`src/rtl/tmr_pkg.sv`:
```
// Shared definitions for the timer counter: register addresses,
// control-field bit positions and the alignment mode codes.
package tmr_pkg;

    localparam int TMR_W = 16;

    typedef enum logic [2:0] {
        ADR_CTRL   = 3'd0,
        ADR_RELOAD = 3'd1,
        ADR_CMP    = 3'd2,
        ADR_STAT   = 3'd3,
        ADR_COUNT  = 3'd4
    } tmr_addr_e;

    typedef enum logic [1:0] {
        ALN_EDGE = 2'b00,
        ALN_DN   = 2'b01,
        ALN_UP   = 2'b10,
        ALN_BOTH = 2'b11
    } tmr_aln_e;

    localparam int CB_RUN  = 0;
    localparam int CB_OPS  = 1;
    localparam int CB_DIR  = 2;
    localparam int CB_ALN  = 3;
    localparam int CB_PRE  = 5;
    localparam int CB_DIV  = 6;

endpackage

```
`src/rtl/tmr_tick_gen.sv`:
```
// Sampling-tick generator. A free-running phase counter produces a
// one-cycle enable every 1, 2 or 4 clocks, chosen by a 2-bit code.
// Assumes: code 2'b11 is not meant to be used; it maps to divide-by-1.
module tmr_tick_gen #(
    parameter int PW = 2
) (
    input  logic       clk,
    input  logic       rst_n,
    input  logic [1:0] div,
    output logic       tick
);
    logic [PW-1:0] phase_q;
    logic [PW-1:0] mask;

    // Phase mask for the selected ratio.
    always_comb begin
        case (div)
            2'b01:   mask = PW'(1);
            2'b10:   mask = PW'(3);
            default: mask = '0;
        endcase
    end

    // Free-running phase counter, independent of the counter enable.
    always_ff @(posedge clk) begin
        if (!rst_n) phase_q <= '0;
        else        phase_q <= phase_q + PW'(1);
    end

    assign tick = ((phase_q & mask) == mask);
endmodule

```
`src/rtl/tmr_counter.sv`:
```
// Count engine. Steps once per clock while run is set. In edge mode it
// uses the supplied direction; in center mode it keeps its own direction,
// which restarts as ascending whenever center mode is off.
// Assumes: center mode needs a limit of at least 3 for a full sweep;
// below 2 it holds at 0 and reports an update each step.
module tmr_counter #(
    parameter int W = 16
) (
    input  logic         clk,
    input  logic         rst_n,
    input  logic         run,
    input  logic         center,
    input  logic         edge_down,
    input  logic [W-1:0] limit,
    input  logic         ld,
    input  logic [W-1:0] ld_val,
    output logic [W-1:0] cnt,
    output logic         cdir,
    output logic         wrap
);
    logic [W-1:0] cnt_nxt;
    logic         dir_nxt;

    // Next count, next center direction and update detection.
    always_comb begin
        cnt_nxt = cnt;
        dir_nxt = cdir;
        wrap    = 1'b0;
        if (run) begin
            if (!center) begin
                if (!edge_down) begin
                    if (cnt >= limit) begin cnt_nxt = '0; wrap = 1'b1; end
                    else cnt_nxt = cnt + W'(1);
                end else begin
                    if (cnt == '0) begin cnt_nxt = limit; wrap = 1'b1; end
                    else cnt_nxt = cnt - W'(1);
                end
            end else if (limit < W'(2)) begin
                cnt_nxt = '0;
                dir_nxt = 1'b0;
                wrap    = 1'b1;
            end else if (!cdir) begin
                if (cnt >= limit - W'(1)) begin
                    cnt_nxt = cnt - W'(1);
                    dir_nxt = 1'b1;
                    wrap    = 1'b1;
                end else cnt_nxt = cnt + W'(1);
            end else begin
                if (cnt <= W'(1)) begin
                    cnt_nxt = '0;
                    dir_nxt = 1'b0;
                    wrap    = 1'b1;
                end else cnt_nxt = cnt - W'(1);
            end
        end
    end

    // Count and direction registers; a software load overrides a step.
    always_ff @(posedge clk) begin
        if (!rst_n) begin
            cnt  <= '0;
            cdir <= 1'b0;
        end else begin
            cnt  <= ld ? ld_val : cnt_nxt;
            cdir <= center ? dir_nxt : 1'b0;
        end
    end
endmodule

```
`src/rtl/tmr_compare.sv`:
```
// Compare channel. Detects count == compare while running, qualifies the
// hit by sweep direction according to the align mode, and holds a sticky
// flag that software clears by writing zero.
module tmr_compare #(
    parameter int W = 16
) (
    input  logic         clk,
    input  logic         rst_n,
    input  logic         run,
    input  logic [W-1:0] cnt,
    input  logic [W-1:0] cmp,
    input  logic [1:0]   aln,
    input  logic         cdir,
    input  logic         clr,
    output logic         flag
);
    import tmr_pkg::*;

    logic hit;
    logic set;

    // Direction qualification of a raw match.
    always_comb begin
        hit = run && (cnt == cmp);
        case (aln)
            ALN_DN:  set = hit && cdir;
            ALN_UP:  set = hit && !cdir;
            default: set = hit;
        endcase
    end

    // Sticky flag; a new hit wins over a clear in the same cycle.
    always_ff @(posedge clk) begin
        if (!rst_n)   flag <= 1'b0;
        else if (set) flag <= 1'b1;
        else if (clr) flag <= 1'b0;
    end
endmodule

```
`src/rtl/tmr_core.sv`:
```
// Timer counter top. Holds the control, reload (active and shadow) and
// compare registers, decodes the register port and joins the count
// engine, compare channel and sampling-tick generator.
// Assumes: one register access per clock; reads are combinational.
module tmr_core #(
    parameter int W = tmr_pkg::TMR_W
) (
    input  logic         clk,
    input  logic         rst_n,
    input  logic         wr_en,
    input  logic [2:0]   addr,
    input  logic [W-1:0] wdata,
    output logic [W-1:0] rdata,
    output logic         upd_o,
    output logic         tick_o
);
    import tmr_pkg::*;

    localparam int CTRL_USED = 8;

    logic         run_q, ops_q, dir_q, pre_q;
    logic [1:0]   aln_q, div_q;
    logic [W-1:0] arr_act, arr_sh, cmp_q;
    logic [W-1:0] cnt;
    logic         cdir, wrap, flag;
    logic         center;
    logic         wr_ctrl, wr_rel, wr_cmp, wr_cnt, clr_flag;
    logic [1:0]   aln_new;
    logic         aln_lock;

    assign center   = (aln_q != ALN_EDGE);
    assign wr_ctrl  = wr_en && (addr == ADR_CTRL);
    assign wr_rel   = wr_en && (addr == ADR_RELOAD);
    assign wr_cmp   = wr_en && (addr == ADR_CMP);
    assign wr_cnt   = wr_en && (addr == ADR_COUNT);
    assign clr_flag = wr_en && (addr == ADR_STAT) && !wdata[0];
    assign aln_new  = wdata[CB_ALN +: 2];
    assign aln_lock = run_q && (aln_q == ALN_EDGE) && (aln_new != ALN_EDGE);

    // Control register with one-shot stop and the mode-change lock.
    always_ff @(posedge clk) begin
        if (!rst_n) begin
            run_q <= 1'b0; ops_q <= 1'b0; dir_q <= 1'b0;
            pre_q <= 1'b0; aln_q <= ALN_EDGE; div_q <= 2'b00;
        end else if (wr_ctrl) begin
            run_q <= wdata[CB_RUN];
            ops_q <= wdata[CB_OPS];
            dir_q <= wdata[CB_DIR];
            pre_q <= wdata[CB_PRE];
            div_q <= wdata[CB_DIV +: 2];
            if (!aln_lock) aln_q <= aln_new;
        end else if (wrap && ops_q) begin
            run_q <= 1'b0;
        end
    end

    // Reload shadow and active limit, with optional buffering.
    always_ff @(posedge clk) begin
        if (!rst_n) begin
            arr_sh  <= '1;
            arr_act <= '1;
        end else begin
            if (wr_rel) arr_sh <= wdata;
            if (wr_rel && !pre_q)     arr_act <= wdata;
            else if (wrap && pre_q)   arr_act <= arr_sh;
        end
    end

    // Compare value and registered update pulse.
    always_ff @(posedge clk) begin
        if (!rst_n) begin
            cmp_q <= '0;
            upd_o <= 1'b0;
        end else begin
            if (wr_cmp) cmp_q <= wdata;
            upd_o <= wrap;
        end
    end

    tmr_counter #(.W(W)) i_cnt (
        .clk(clk), .rst_n(rst_n), .run(run_q), .center(center),
        .edge_down(dir_q), .limit(arr_act), .ld(wr_cnt), .ld_val(wdata),
        .cnt(cnt), .cdir(cdir), .wrap(wrap)
    );

    tmr_compare #(.W(W)) i_cmp (
        .clk(clk), .rst_n(rst_n), .run(run_q), .cnt(cnt), .cmp(cmp_q),
        .aln(aln_q), .cdir(cdir), .clr(clr_flag), .flag(flag)
    );

    tmr_tick_gen #(.PW(2)) i_tick (
        .clk(clk), .rst_n(rst_n), .div(div_q), .tick(tick_o)
    );

    // Read multiplexer; the direction bit shows the live sweep in center mode.
    always_comb begin
        rdata = '0;
        case (addr)
            ADR_CTRL: rdata[CTRL_USED-1:0] = {div_q, pre_q, aln_q,
                                              center ? cdir : dir_q, ops_q, run_q};
            ADR_RELOAD: rdata = arr_sh;
            ADR_CMP:    rdata = cmp_q;
            ADR_STAT:   rdata[0] = flag;
            ADR_COUNT:  rdata = cnt;
            default:    rdata = '0;
        endcase
    end
endmodule

```
`config.mk`:
```
export PLATFORM = sky130hd
export DESIGN_NAME = tmr_core
export DESIGN_NICKNAME = d
export VERILOG_FILES = /design/src/rtl/tmr_pkg.sv /design/src/rtl/tmr_tick_gen.sv /design/src/rtl/tmr_counter.sv /design/src/rtl/tmr_compare.sv /design/src/rtl/tmr_core.sv
export SDC_FILE = /design/constraint.sdc
export NUM_CORES = 1
export LEC_CHECK = 0
export BUFFER_PORTS_ARGS = -buffer_cell sky130_fd_sc_hd__buf_4
export CAP_MARGIN = 20
export CORE_MARGIN = 1.5
export CORE_UTILIZATION = 53
export CTS_CLUSTER_DIAMETER = 80
export DETAILED_ROUTE_END_ITERATION = 10
export GPL_ROUTABILITY_DRIVEN = 0
export PLACE_DENSITY = 0.79
export SLEW_MARGIN = 10
export SYNTH_ARGS = -nofsm -noshare
export SYNTH_HDL_FRONTEND = slang
export SYNTH_SLANG_ARGS = --single-unit
export TNS_END_PERCENT = 5
```
`constraint.sdc`:
```
create_clock -name clk -period 5.76 [get_ports clk]
set_input_delay 0 -clock clk [delete_from_list [all_inputs] [get_ports clk]]
set_output_delay 0 -clock clk [all_outputs]
set_load 0.05 [all_outputs]
```
# Yosys cells after proc, flatten, opt, wreduce, memory -nomap -nowiden
# Cells that the tools add are included.
classes:
  n_lt_le_gt_ge: 4
  n_addsub: 4
  bitwise_logic: 2
  n_reduce_logical: 28
  muxes: 34
  eq_ne: 10
op_table:
  columns: ["op", "count"]
  rows:
  - ["$mux W16", 12]
  - ["$ge A16 B16 Y1", 2]
  - ["$sub A16 B1 Y16 const B", 2]
  - ["$pmux W7 S4", 1]
  - ["$pmux W8 S3", 1]
  - ["$mux W1", 17]
  - ["$add A16 B1 Y16 const B", 1]
  - ["$eq A16 B16 Y1", 1]
  - ["$le A16 B1 Y1 const B", 1]
  - ["$logic_not A16 Y1", 1]
  - ["$lt A16 B2 Y1 const B", 1]
  - ["$logic_and A1 B1 Y1", 14]
  - ["$reduce_bool A2 Y1", 6]
  - ["$eq A3 B2 Y1 const B", 2]
  - ["$pmux W1 S5", 1]
  - ["$eq A2 B1 Y1 const B", 2]
  - ["$eq A2 B2 Y1 const B", 2]
  - ["$pmux W2 S2", 1]
  - ["$reduce_and A2 Y1", 2]
  - ["$eq A3 B1 Y1 const B", 1]
  - ["$eq A3 B3 Y1 const B", 1]
  - ["$logic_not A1 Y1", 3]
  - ["$logic_not A3 Y1", 1]
  - ["$add A2 B1 Y2 const B", 1]
  - ["5 further kinds", 5]
totals:
  inputBits: 22
  output_inout_bits: 18
  wordCells: 96
  regBits: 77

# Logic depth before layout (Yosys ltp)
# Gate-level depths: netlist of the first run.
logic_depth:
  ltp_word: 10
  depth_mapped: 18
  mapped_depth_nobuf: 15

# Cells and area by module
# Synthesis of the first run repeated with hierarchy kept, for this count alone.
hier_totals:
  hier_cells: 801
  hier_area_um2: 6127.1
modules_own_cells:
  columns: ["mod", "cells_per_inst", "instances", "area_per_inst_um2", "seq_area_each_um2"]
  rows:
  - ["tmr_counter", 422, 1, 3017.9, 340.3]
  - ["tmr_core", 341, 1, 2771.4, 1141.1]
  - ["tmr_compare", 28, 1, 245.2, 20.0]
  - ["tmr_tick_gen", 10, 1, 92.6, 40.0]

# Worst setup path after synthesis of the first run
# OpenSTA, ideal clock, no wires.
synth_path:
  path_kind: "flip-flop to flip-flop"
  startpoint: "register arr_act[2]"
  endpoint: "register arr_act[11]"
  setup_ns: 0.132
  stages_incl_launch_ff: 17
  period_less_slack_ns: 4.098
  arrival_time_ns: 3.966
  slack_ns: 1.662
  cell_sequence: "dfxtp_1 buf_6 or4_1 nor2_1 nand2_1 nor3_1 nand4_1 xnor2_1 ha_1 nand4_1 or4_1 o32a_1 a31o_2 a21o_1 buf_6 a211oi_1 o21ai_1"
synth_between:
  elab_chain_cells: 9
synth_rtl:
  columns: ["element", "line_no", "source"]
  rows:
  - ["start: declaration", "tmr_core.sv:23", "logic [W-1:0] arr_act, arr_sh, cmp_q;"]
  - ["start signal: assignment", "tmr_core.sv:64", "if (wr_rel && !pre_q) arr_act <= wdata;"]
  - ["start signal: assignment", "tmr_core.sv:65", "else if (wrap && pre_q) arr_act <= arr_sh;"]
  - ["$sub A16 B1 Y16", "tmr_counter.sv:43", "if (cnt >= limit - W'(1)) begin"]
  - ["$ge A16 B16 Y1", "tmr_counter.sv:43", null]
  - ["$mux W1", "tmr_counter.sv:43", null]
  - ["$mux W1", "tmr_counter.sv:42", "end else if (!cdir) begin"]
  - ["$mux W1", "tmr_counter.sv:38", "end else if (limit < W'(2)) begin"]
  - ["$mux W1 *", "tmr_counter.sv:30", "if (!center) begin"]
  - ["$mux W1 *", "tmr_counter.sv:29", "if (run) begin"]
  - ["$logic_and A1 B1 Y1 *", "tmr_core.sv:65", null]
  - ["$reduce_bool A2 Y1 (no source line) *", null, null]
# Mark *: on every way between the ends. The rest lies on a longest branch, timed or not.
# A chain may end at the register's enable or synchronous reset.

# Worst setup path in the final report of the first run
layout_path:
  startpoint: "register arr_act[2]"
  endpoint: "register i_cnt.cnt[12]"
layout_between:
  elab_chain_cells: 8
layout_rtl:
  columns: ["element", "line_no", "source"]
  rows:
  - ["$sub A16 B1 Y16", "tmr_counter.sv:43", null]
  - ["$ge A16 B16 Y1", "tmr_counter.sv:43", null]
  - ["$mux W16", "tmr_counter.sv:43", null]
  - ["$mux W16", "tmr_counter.sv:42", null]
  - ["$mux W16", "tmr_counter.sv:38", null]
  - ["$mux W16 *", "tmr_counter.sv:30", null]
  - ["$mux W16 *", "tmr_counter.sv:29", null]
  - ["$mux W16 *", "tmr_counter.sv:64", "cnt <= ld ? ld_val : cnt_nxt;"]
  - ["end signal: assignment", "tmr_counter.sv:64", null]
  - ["end: declaration", "tmr_counter.sv:17", "output logic [W-1:0] cnt,"]
# Mark *: on every way between the ends. The rest lies on a longest branch, timed or not. The select of a mux whose other input is x is not followed.

==> results of run 1 <==
## cells in the mapped netlist, types with 9 or more instances
| master | number |
|---|---|
| a21oi_1 | 42 |
| a211oi_1 | 30 |
| a21boi_0 | 18 |
| a22oi_1 | 11 |
| nor2b_1 | 13 |
| clkbuf_1 | 42 |
| mux2i_1 | 19 |
| xor2_1 | 12 |
| or3_1 | 10 |
| o21ai_1 | 11 |
| o211ai_1 | 28 |
| nand4_1 | 11 |
| nor3_1 | 23 |
| dfxtp_1 | 77 |
| ha_1 | 40 |
| buf_2 | 9 |
| nand2_1 | 124 |
| o21ai_0 | 31 |
| inv_1 | 37 |
| nor2_1 | 69 |
| nand3_1 | 22 |
| xnor2_1 | 38 |
## flip-flops by register name (all words and copies together) (netlist names)
signal          cells
arr_act            16
arr_sh             16
cmp_q              16
i_cnt.cnt          16
aln_q               2
div_q               2
i_tick.phase_q      2
dir_q               1
i_cmp.flag          1
i_cnt.cdir          1
ops_q               1
pre_q               1
run_q               1
upd_o               1
## area by class of cell
type,count,area share [%]
Sequential cell,77,22.05
Clock buffer,10,3.275
Multi-Input combinational cell,662,61.26
Timing Repair Buffer,62,7.230
Inverter,38,2.040
Clock inverter,6,1.593
Tap cell,143,2.559
## report_power, final
group	switching [W]	internal, W	leakage, nW	total (W)
sequential	0.0000256	0.000547	0.625	0.000573
clock	0.000236	0.000424	0.163	0.000659
combinational	0.000172	0.0000962	2.09	0.000268
## stage by stage
stage	cell area (sq um)	hold WS [ps]	std cells	utilization [%]	setup slack (ps)
after global placement	6484	263.9	965	56.54	1182
after detailed placement	6484	268.7	965	56.54	1019
after CTS	6984	66.35	997	60.91	901.0
after floorplan	6270	124.0	841	-	1662
after global routing	6992	95.47	998	60.97	555.9
final	6992	68.10	998	60.97	848.7
## layer usage
| layer | track usage [%] | wire, um | vias to the layer above |
|---|---|---|---|
| met5 | 0 | 0 | - |
| met4 | 15.70 | 699 | 0 |
| met3 | 5.063 | 2140 | 65 |
| met2 | 48.58 | 8880 | 427 |
| met1 | 42.64 | 8170 | 3028 |
| li1 | - | - | 3054 |
## repair_timing
action / in CTS / in global routing
gates resized for setup: 0 / 0
hold buffers: 16 / 0
endpoints found under the hold margin: 48 / 0
## worst min-delay path by stage
stage	startpoint	to
global route	wr_en	i_cmp.flag$_SDFFE_PN0P_
detailed placement	wdata[8]	arr_sh[8]$_SDFFE_PN1P_
CTS	wr_en	i_cmp.flag$_SDFFE_PN0P_
finish	wr_en	i_cmp.flag$_SDFFE_PN0P_
floorplan	wdata[15]	arr_sh[15]$_SDFFE_PN1P_
global placement	wdata[9]	arr_sh[9]$_SDFFE_PN1P_
## logic make-up after synthesis
group                      share of synthesized area, %
AOI/OAI and AO/OA                                 25.98
muxes                                             3.213
DFF                                               24.59
buffers and inverters                             7.184
adders and majority gates                         7.982
xor gates and xnor gates                          6.985
and+or+nand+nor                                   24.07
## tightest hold or removal path, delay by kind of cell
family | cells | cell delay (ps)
and+or+nand+nor | 2 | 180
buffers and inverters | 1 | 130
AOI/OAI and AO/OA | 1 | 60
==> flow_summary_export.csv, run 1 <==
group,metric,value,unit
placement,hpwl,13630,um
yosys,syn_nets,903,
setup_path,regToRegSetupSlack,850,ps
placement,numPortBuffers,39,
setup_path,arrival,5130,ps
setup_path,worst_setup_path_start_kind,"flop",
setup_path,rr_worst_depth,14,
setup_path,crit-reg2reg-launch,"arr_act[2]$_SDFFE_PN1P_",
timing,tightest_slew,1049,ps
global_routing,grt_pass1_vias,6247,
floorplanning,num_rows,39,
floorplanning,dieHeight,111.8,um
setup_path,critPathRequiredTime,5970,ps
global_routing,grt_use_total,31.47,%
cts,clkTransAtPathRegs,60,ps
setup_path,cp.depth,14,
setup_path,crit_chain,"or4_1 -> nor2_1 -> nand2_1 -> nor3_1 -> nand4_1 -> xnor2_1 -> ha_1 -> nand4_1 -> or4_1 -> o32a_1 -> nand4_1 -> nand2_1 -> a2111oi_0 -> nor4_2",
setup_path,worstSetupEndpointType,"flop",
pwr,power.total,0.001500,W
drt,antenna_left,0,
yosys,ys.flop_type,"dfxtp_1",
yosys,ys_top_cells_by_area,"dfxtp_1 (25%), ha_1 (8.0%), nand2_1 (7.4%)",
drt,drt_first_pass_iters,8,
floorplanning,ios,40,
cells_and_area,drive_above_1_share,9.006,%
yosys,syn-cell-area,6270,sq um
floorplanning,start_util,54.68,%
yosys,synth-seq-cells,77,
yosys,yosysWarnings,0,
setup_path,critPathLaunch,"arr_act[2]$_SDFFE_PN1P_",
drt,vias,6574,
timing,max_freq,203.6,MHz
drt,drc_errors,0,
cells_and_area,multi_input_area,4283,sq um
drt,viasPerCell,6.587,
cts,h-tree-depth,3,
cells_and_area,final_common_cell,"nand2_1",
cells_and_area,seqCellArea,1541,sq um
min_path,min_path_type,"input port to flop",
cts,worstSkewPairLatency,350,ps
yosys,avgSynthCellArea,7.455,sq um
global_routing,grt_max_degree,82,
cells_and_area,syn2layout_area_growth,11.51,%
timing,finalCriticalPeriod,4911,ps
timing,relSlewSlack,29.78,%
setup_path,criticalPathCategory,"flop to flop",
drt,wl_per_cell,19.93,um
cts,clkSinkCount,77,
floorplanning,fp.dieW,111.8,um
setup_path,cp_slowest_cell,"a2111oi_0",
min_path,worstHoldPathCells,4,
cells_and_area,diodes,0,
timing,fin_skew,5.554,ps
status,status,"finished clean",
yosys,ys_async_sr_fraction,0,%
drt,drtIter0Drc,834,
yosys,yosysSeqAreaShare,24.59,%
global_routing,overflow,0,
timing,finalMaxSlewViolations,0,
cts,cts_made_buffers,9,
yosys,yosysTopAreaCell,"dfxtp_1",
pwr,irDropWorstVdd,211.0,uV
timing,post-route-period-util,85.27,%
cts,cts_root_buf,"clkbuf_16",
timing,tns,0,ps
global_routing,grt_pass1_wl,31730,um
timing,hold_viol_final,0,
setup_path,crit_fanout,12,
cells_and_area,fill_cells,1012,
yosys,synth.top_cell.area_share,24.59,%
cts,postCtsSetupRepairBufs,0,
global_routing,grt_antenna_before_repair,0,
setup_path,setup.worst_path.end,"i_cnt.cnt[12]$_SDFFE_PN0P_",
cts,clock_path_buffers,2,
setup_path,worst_path_most_repeated_cell,"nand4_1",
cells_and_area,final_cell_mix,"nand2_1 (124), dfxtp_1 (77), nor2_1 (69), buf_4 (46), a21oi_1 (42)",
setup_path,critPathBufInv,0,
setup_path,r2r_end,"i_cnt.cnt[12]$_SDFFE_PN0P_",
job,maxCapViolCount,0,
setup_path,cp_top_family,"simple AND/OR/NAND/NOR gates",
yosys,syn_inst,841,
yosys,synth_edf_count,0,
setup_path,slowest_delay,690,ps
cells_and_area,nets,912,
floorplanning,die_area,12490,sq um
pwr,leakagePower,2.878,nW
floorplanning,core-area,11470,sq um
timing,finalSetupViolations,0,
yosys,ys_types,72,
drt,drt-total-wl,19890,um
timing,rsz0062_at_grt,"no",
pwr,powerDensity,214.5,nW/um^2
cts,cts_tree,"built",
No activity file was read; power rests on OpenSTA's default activity.
==> run 2: changes to the inputs <==
ABC_AREA = 1   (was not set)
SLEW_MARGIN = not set   (was 10)
==> run 2 against run 1 <==
- clock power shrank 8.3%
- sequential power up 1%
- non-clock buffer count decreased by 6
- worst setup slack improved by 850 ps
- sequential share of layout area fell by 0.55 points
==> flow_summary_export.csv, run 2 <==
group,metric,value,unit
status,status,"finished clean",
cts,cts_resized,0,
setup_path,r2r_end,"arr_act[3]$_SDFFE_PN1P_",
placement,hpwl,14830,um
setup_path,arrival,4280,ps
cells_and_area,final_util,59.69,%
yosys,ys_async_sr_fraction,0,%
floorplanning,die_area,12960,sq um
placement,placed_cells,1103,
cts,cts_made_buffers,9,
yosys,synth.top_cell.area_share,23.68,%
global_routing,busiest_layer,"met2",
setup_path,worst_setup_path_start_kind,"flop",
timing,max_freq,246.3,MHz
setup_path,worstSetupEndpointType,"flop",
yosys,synth_common_cells,"nand2_1 (235), inv_1 (106), dfxtp_1 (77)",
global_routing,grt_max_degree,52,
drt,wl_per_cell,17.43,um
global_routing,grt_pass1_vias,6138,
cells_and_area,final_common_cell,"nand2_1",
setup_path,crit-reg2reg-launch,"arr_act[0]$_SDFFE_PN1P_",
timing,post-route-period-util,70.48,%
yosys,yosysMostFrequentCell,"nand2_1",
yosys,synth_edf_count,0,
floorplanning,num_rows,40,
timing,hold_viol_final,0,
placement,numPortBuffers,39,
yosys,ys_top_cells_by_area,"dfxtp_1 (24%), nand2_1 (14%), ha_1 (7.7%)",
setup_path,regToRegSetupSlack,1700,ps
timing,tightest_slew,973.0,ps
timing,finalMaxSlewViolations,0,
global_routing,grt_antenna_before_repair,0,
drt,antenna_left,0,
floorplanning,ios,40,
cells_and_area,nets,1044,
drt,viasPerCell,5.896,
cells_and_area,final_cell_mix,"nand2_1 (235), inv_1 (106), dfxtp_1 (77), nand3_1 (74), a21oi_1 (64)",
setup_path,critPathRequiredTime,5980,ps
cells_and_area,fill_cells,1137,
timing,relSlewSlack,34.73,%
timing,fin_skew,8.488,ps
global_routing,use_met2,49.68,%
floorplanning,dieHeight,113.8,um
global_routing,grt_pass1_wl,31660,um
cts,clkTransAtPathRegs,60,ps
pwr,powerDensity,206.0,nW/um^2
drt,drt-total-wl,19760,um
min_path,min_delay_worst_endpoint,"aln_q[1]$_SDFFE_PN0P_",
min_path,worstHoldPathCells,3,
pwr,irDropWorstVdd,241.8,uV
cts,clock_path_buffers,2,
floorplanning,core-area,12010,sq um
timing,tns,0,ps
cts,worstSkewPairLatency,340,ps
yosys,yosysTopAreaCell,"dfxtp_1",
global_routing,met1_usage,41.82,%
yosys,ys.flop_type,"dfxtp_1",
cells_and_area,syn2layout_area_growth,10.13,%
timing,finalSetupViolations,0,
drt,drt_first_pass_iters,7,
global_routing,gr-usage-met3,4.516,%
cts,cts_root_buf,"clkbuf_16",
cells_and_area,diodes,0,
setup_path,crit_fanout,12,
yosys,yosysSeqAreaShare,23.68,%
yosys,synth-seq-cells,77,
min_path,min_path_type,"input port to flop",
floorplanning,fp.dieW,113.8,um
yosys,syn_nets,1017,
min_path,hold_path_startpoint,"wdata[4]",
global_routing,grt_use_total,31.07,%
yosys,syn-cell-area,6510,sq um
global_routing,overflow,0,
drt,drc_errors,0,
drt,drtIter0Drc,709,
drt,vias,6686,
cells_and_area,drive_above_1_share,13.37,%
yosys,yosysWarnings,0,
yosys,avgSynthCellArea,6.817,sq um
cells_and_area,finalNonFillerCells,1134,
setup_path,criticalPathCategory,"flop to flop",
timing,rsz0062_at_grt,"no",
cts,clkSinkCount,77,
pwr,leakagePower,3.655,nW
cts,cts_tree,"built",
floorplanning,start_util,54.20,%
timing,finalCriticalPeriod,4059,ps
yosys,syn_inst,955,
cts,h-tree-depth,3,
setup_path,rr_worst_depth,22,
job,maxCapViolCount,0,
yosys,ys_types,50,
run 2: cell families after synthesis:
family,count (synthesis),share of synthesized area (%)
buffers and inverters,157,11.36
flip-flops,77,23.68
AND/OR/NAND/NOR,458,35.00
adder cells (fa/ha/maj),40,7.688
AO/OA/AOI/OAI,181,16.63
XOR/XNOR,42,5.651
run 2: cell type report:
type	count	area [sq um]	share of cell area (%)
inverters	117	441.7	6.161
flip-flops and latches	77	1541	21.50
multi-input cells	721	4229	58.99
repair buffers	56	457.9	6.387
clock buffers	10	229.0	3.194
clock inverters	6	86.33	1.204
well taps	147	183.9	2.565
run 2: report_power, final:
group | internal, W | switching [W] | total [W]
Sequential | 0.000551 | 0.0000285 | 0.000579
Combinational | 0.0000985 | 0.000195 | 0.000294
Clock | 0.000379 | 0.000225 | 0.000604
run 2: worst max-delay path: stages, from the launching register on:
cell and delay, ps:
dfxtp_1 360, inv_1 150, nand3_1 140, nor3_2 230, nand4_1 170, nor2_1 120
nand2_1 80, nor3_1 250, nand2_1 100, xor2_1 140, inv_1 60, ha_1 310
nand4_1 130, a21oi_1 200, nor2_2 100, nand2_1 200, nand2_2 90, a21oi_4 290
nand3_4 280, nand2_4 280, inv_2 90, nand2_1 80, nand3_1 70
run 2: how the worst max path moves through the flow:
| stage | start | endpoint | slack [ps] | cells past startpoint |
|---|---|---|---|---|
| 2_1_floorplan | arr_act[2]$_SDFFE_PN1P_ | arr_act[10]$_SDFFE_PN1P_ | 2630 | 21 |
| 4_1_cts | arr_act[0]$_SDFFE_PN1P_ | arr_act[3]$_SDFFE_PN1P_ | 1790 | 22 |
| 5_1_grt | arr_act[0]$_SDFFE_PN1P_ | arr_act[3]$_SDFFE_PN1P_ | 1310 | 22 |
| 3_5_place_dp | arr_act[0]$_SDFFE_PN1P_ | arr_act[3]$_SDFFE_PN1P_ | 1800 | 22 |
| 3_3_place_gp | arr_act[0]$_SDFFE_PN1P_ | arr_act[15]$_SDFFE_PN1P_ | 1970 | 22 |
| 6_report | arr_act[0]$_SDFFE_PN1P_ | arr_act[3]$_SDFFE_PN1P_ | 1700 | 22 |
run 2: stage by stage:
stage	worst slack [ps]	total power (W)	instance area [sq um]	hold WS, ps
floorplan	2626	0.0007894	6510	126.3
global placement	1972	0.0008640	6704	249.7
detailed placement	1797	0.0008671	6704	256.0
CTS	1791	0.001471	7169	13.36
global route	1312	0.001528	7169	63.26
finish	1701	0.001477	7169	30.14
run 2: what timing repair did:
| action | in CTS | in global routing |
|---|---|---|
| setup buffers | 0 | 0 |
| setup endpoints to repair | 0 | 0 |
| hold buffers | 15 | 0 |
| hold endpoints to repair | 31 | 0 |
run 2: routing by layer:
layer	vias up	wire length, um
li1	3225	-
met1	2991	7997
met2	413	9028
met3	57	2049
met4	0	685
met5	-	0
==> run 3: changes to the inputs <==
PLACE_DENSITY = 0.82   (was 0.79)
clock period = 3.25 ns   (was 5.76 ns; I/O delays follow)
==> run 3 against run 2 <==
- the flow now finishes with violations (negative setup slack)
- register-to-register slack worse by 1800 ps
- via count up 7.0%
- power up 83%
- die area unchanged
- fmax up 21%
- worst setup slack worse by 1800 ps
- non-clock buffer count up 42
- global-route usage up 2.6 points
- sequential power up 76%
- critical path depth down 1
- sequential share of layout area down 1.2 points
==> flow_summary_export.csv, run 3 (same netlist as run 2, synthesis figures left out) <==
group,metric,value,unit
global_routing,grt_use_total,33.63,%
global_routing,overflow,0,
drt,vias,7156,
setup_path,regToRegSetupSlack,-110,ps
floorplanning,num_rows,40,
floorplanning,core-area,12010,sq um
placement,numPortBuffers,39,
cells_and_area,final_cell_mix,"nand2_1 (231), inv_1 (103), buf_4 (81), dfxtp_1 (74), nand3_1 (72)",
cts,h-tree-depth,3,
drt,drtIter0Drc,964,
min_path,worstHoldPathCells,3,
setup_path,critPathRequiredTime,3440,ps
pwr,leakagePower,3.894,nW
placement,hpwl,15880,um
global_routing,grt_pass1_vias,6604,
global_routing,grt_pass1_wl,34190,um
timing,finalCriticalPeriod,3364,ps
timing,fin_skew,9.297,ps
status,violations,"negative setup slack",
floorplanning,dieHeight,113.8,um
pwr,powerDensity,355.5,nW/um^2
cells_and_area,finalNonFillerCells,1176,
drt,drc_errors,0,
setup_path,crit_fanout,7,
timing,post-route-period-util,103.5,%
drt,drt-total-wl,21920,um
setup_path,rr_worst_depth,21,
cells_and_area,final_common_cell,"nand2_1",
floorplanning,fp.dieW,113.8,um
timing,tightest_slew,652.7,ps
setup_path,criticalPathCategory,"flop to flop",
drt,wl_per_cell,18.64,um
drt,viasPerCell,6.085,
timing,rsz0062_at_grt,"yes",
status,status,"complete, but fails checks",
placement,post-place-ws,-13.63,ps
cells_and_area,nets,1086,
timing,tns,-755.1,ps
cells_and_area,diodes,0,
timing,finalSetupViolations,16,
timing,relSlewSlack,56.43,%
cts,worstSkewPairLatency,340,ps
cts,cts_tree,"built",
cts,cts_root_buf,"clkbuf_16",
timing,setup_slack,-114.0,ps
placement,placed_cells,1135,
setup_path,arrival,3550,ps
global_routing,grt_max_degree,52,
cells_and_area,syn2layout_area_growth,16.91,%
timing,finalMaxSlewViolations,0,
job,maxCapViolCount,0,
timing,max_freq,297.3,MHz
floorplanning,ios,40,
cts,clkTransAtPathRegs,60,ps
timing,hold_slack,12.48,ps
cts,cts_made_buffers,9,
min_path,min_path_type,"input port to flop",
cts,clkSinkCount,77,
setup_path,worstSetupEndpointType,"flop",
drt,antenna_left,0,
global_routing,grt_antenna_before_repair,0,
cts,clock_path_buffers,2,
floorplanning,die_area,12960,sq um
floorplanning,start_util,54.20,%
cells_and_area,drive_above_1_share,19.05,%
setup_path,worst_setup_path_start_kind,"flop",
pwr,irDropWorstVdd,360.4,uV
drt,drt_first_pass_iters,6,
timing,hold_viol_final,0,
[run 3: changes by cell type in the layout (fill, tap and decap cells not counted), moves of 4 or more]
cell	delta
buf_4	+40
a21oi_1	-4
a21oi_2	+4
nand2_1	-4
[run 3: final timing paths]
check,start,end
worst max register to register,arr_act[1]$_SDFFE_PN1P_,arr_act[9]$_SDFFE_PN1P_
worst min-delay path,wdata[1],cmp_q[1]$_SDFFE_PN0P_
worst min register to register,i_tick.phase_q[0]$_SDFF_PN0_,i_tick.phase_q[0]$_SDFF_PN0_
worst max-delay path,arr_act[1]$_SDFFE_PN1P_,arr_act[9]$_SDFFE_PN1P_
[run 3: per-layer routing]
layer | vias up | routed length [um] | global-route usage (%)
met2 | 506 | 9617 | 53.57
met3 | 127 | 2456 | 5.313
li1 | 3310 | - | -
met5 | - | 0 | 0
met1 | 3213 | 8445 | 43.80
met4 | 0 | 1404 | 18.00
[run 3: stage by stage]
stage,power [W],instance area (sq um),utilization [%]
finish,0.002706,7611,63.36
global route,0.002777,7611,63.36
global placement,0.001548,6944,57.81
CTS,0.002672,7421,61.78
floorplan,0.001399,6510,-
detailed placement,0.001556,6944,57.81
[run 3: power breakdown]
part	switching, W	total (W)	leakage [nW]	internal [W]
Clock	0.000409	0.00112	0.162	0.000716
Combinational	0.000372	0.000561	3.11	0.000189
Sequential	0.0000446	0.00102	0.625	0.000976
[run 3: layout make-up]
| cell class | instances | area (sq um) |
|---|---|---|
| Timing Repair Buffer | 98 | 792.0 |
| Clock inverter | 5 | 81.33 |
| Tap cell | 147 | 183.9 |
| Sequential cell | 77 | 1545 |
| Fill cell | 1032 | 4400 |
| Clock buffer | 11 | 252.7 |
| Multi-Input combinational cell | 721 | 4314 |
| Inverter | 117 | 441.7 |
[run 3: repair_timing]
action / in CTS / in global routing
setup endpoints to repair: 9 / 34
pin swaps: 1 / 22
gates resized for setup: 3 / 29
hold buffers: 13 / 0
setup buffers: 0 / 12
hold endpoints to repair: 29 / 0
[run 3: worst max-delay path, cell delays in order (launching register included)]
cell	delay, ps
dfxtp_2	330
inv_2	80
nand3_4	80
nor3_4	140
nand4_1	130
nor2_1	120
nand2_1	100
nor3_2	300
nand2_1	120
xor2_1	140
inv_1	90
ha_4	270
nand4_1	120
nor2_1	160
nand2_2	120
nand2_2	110
nand2_2	70
a21oi_4	190
nand3_4	140
buf_6	200
nand3_2	90
nand3_2	90
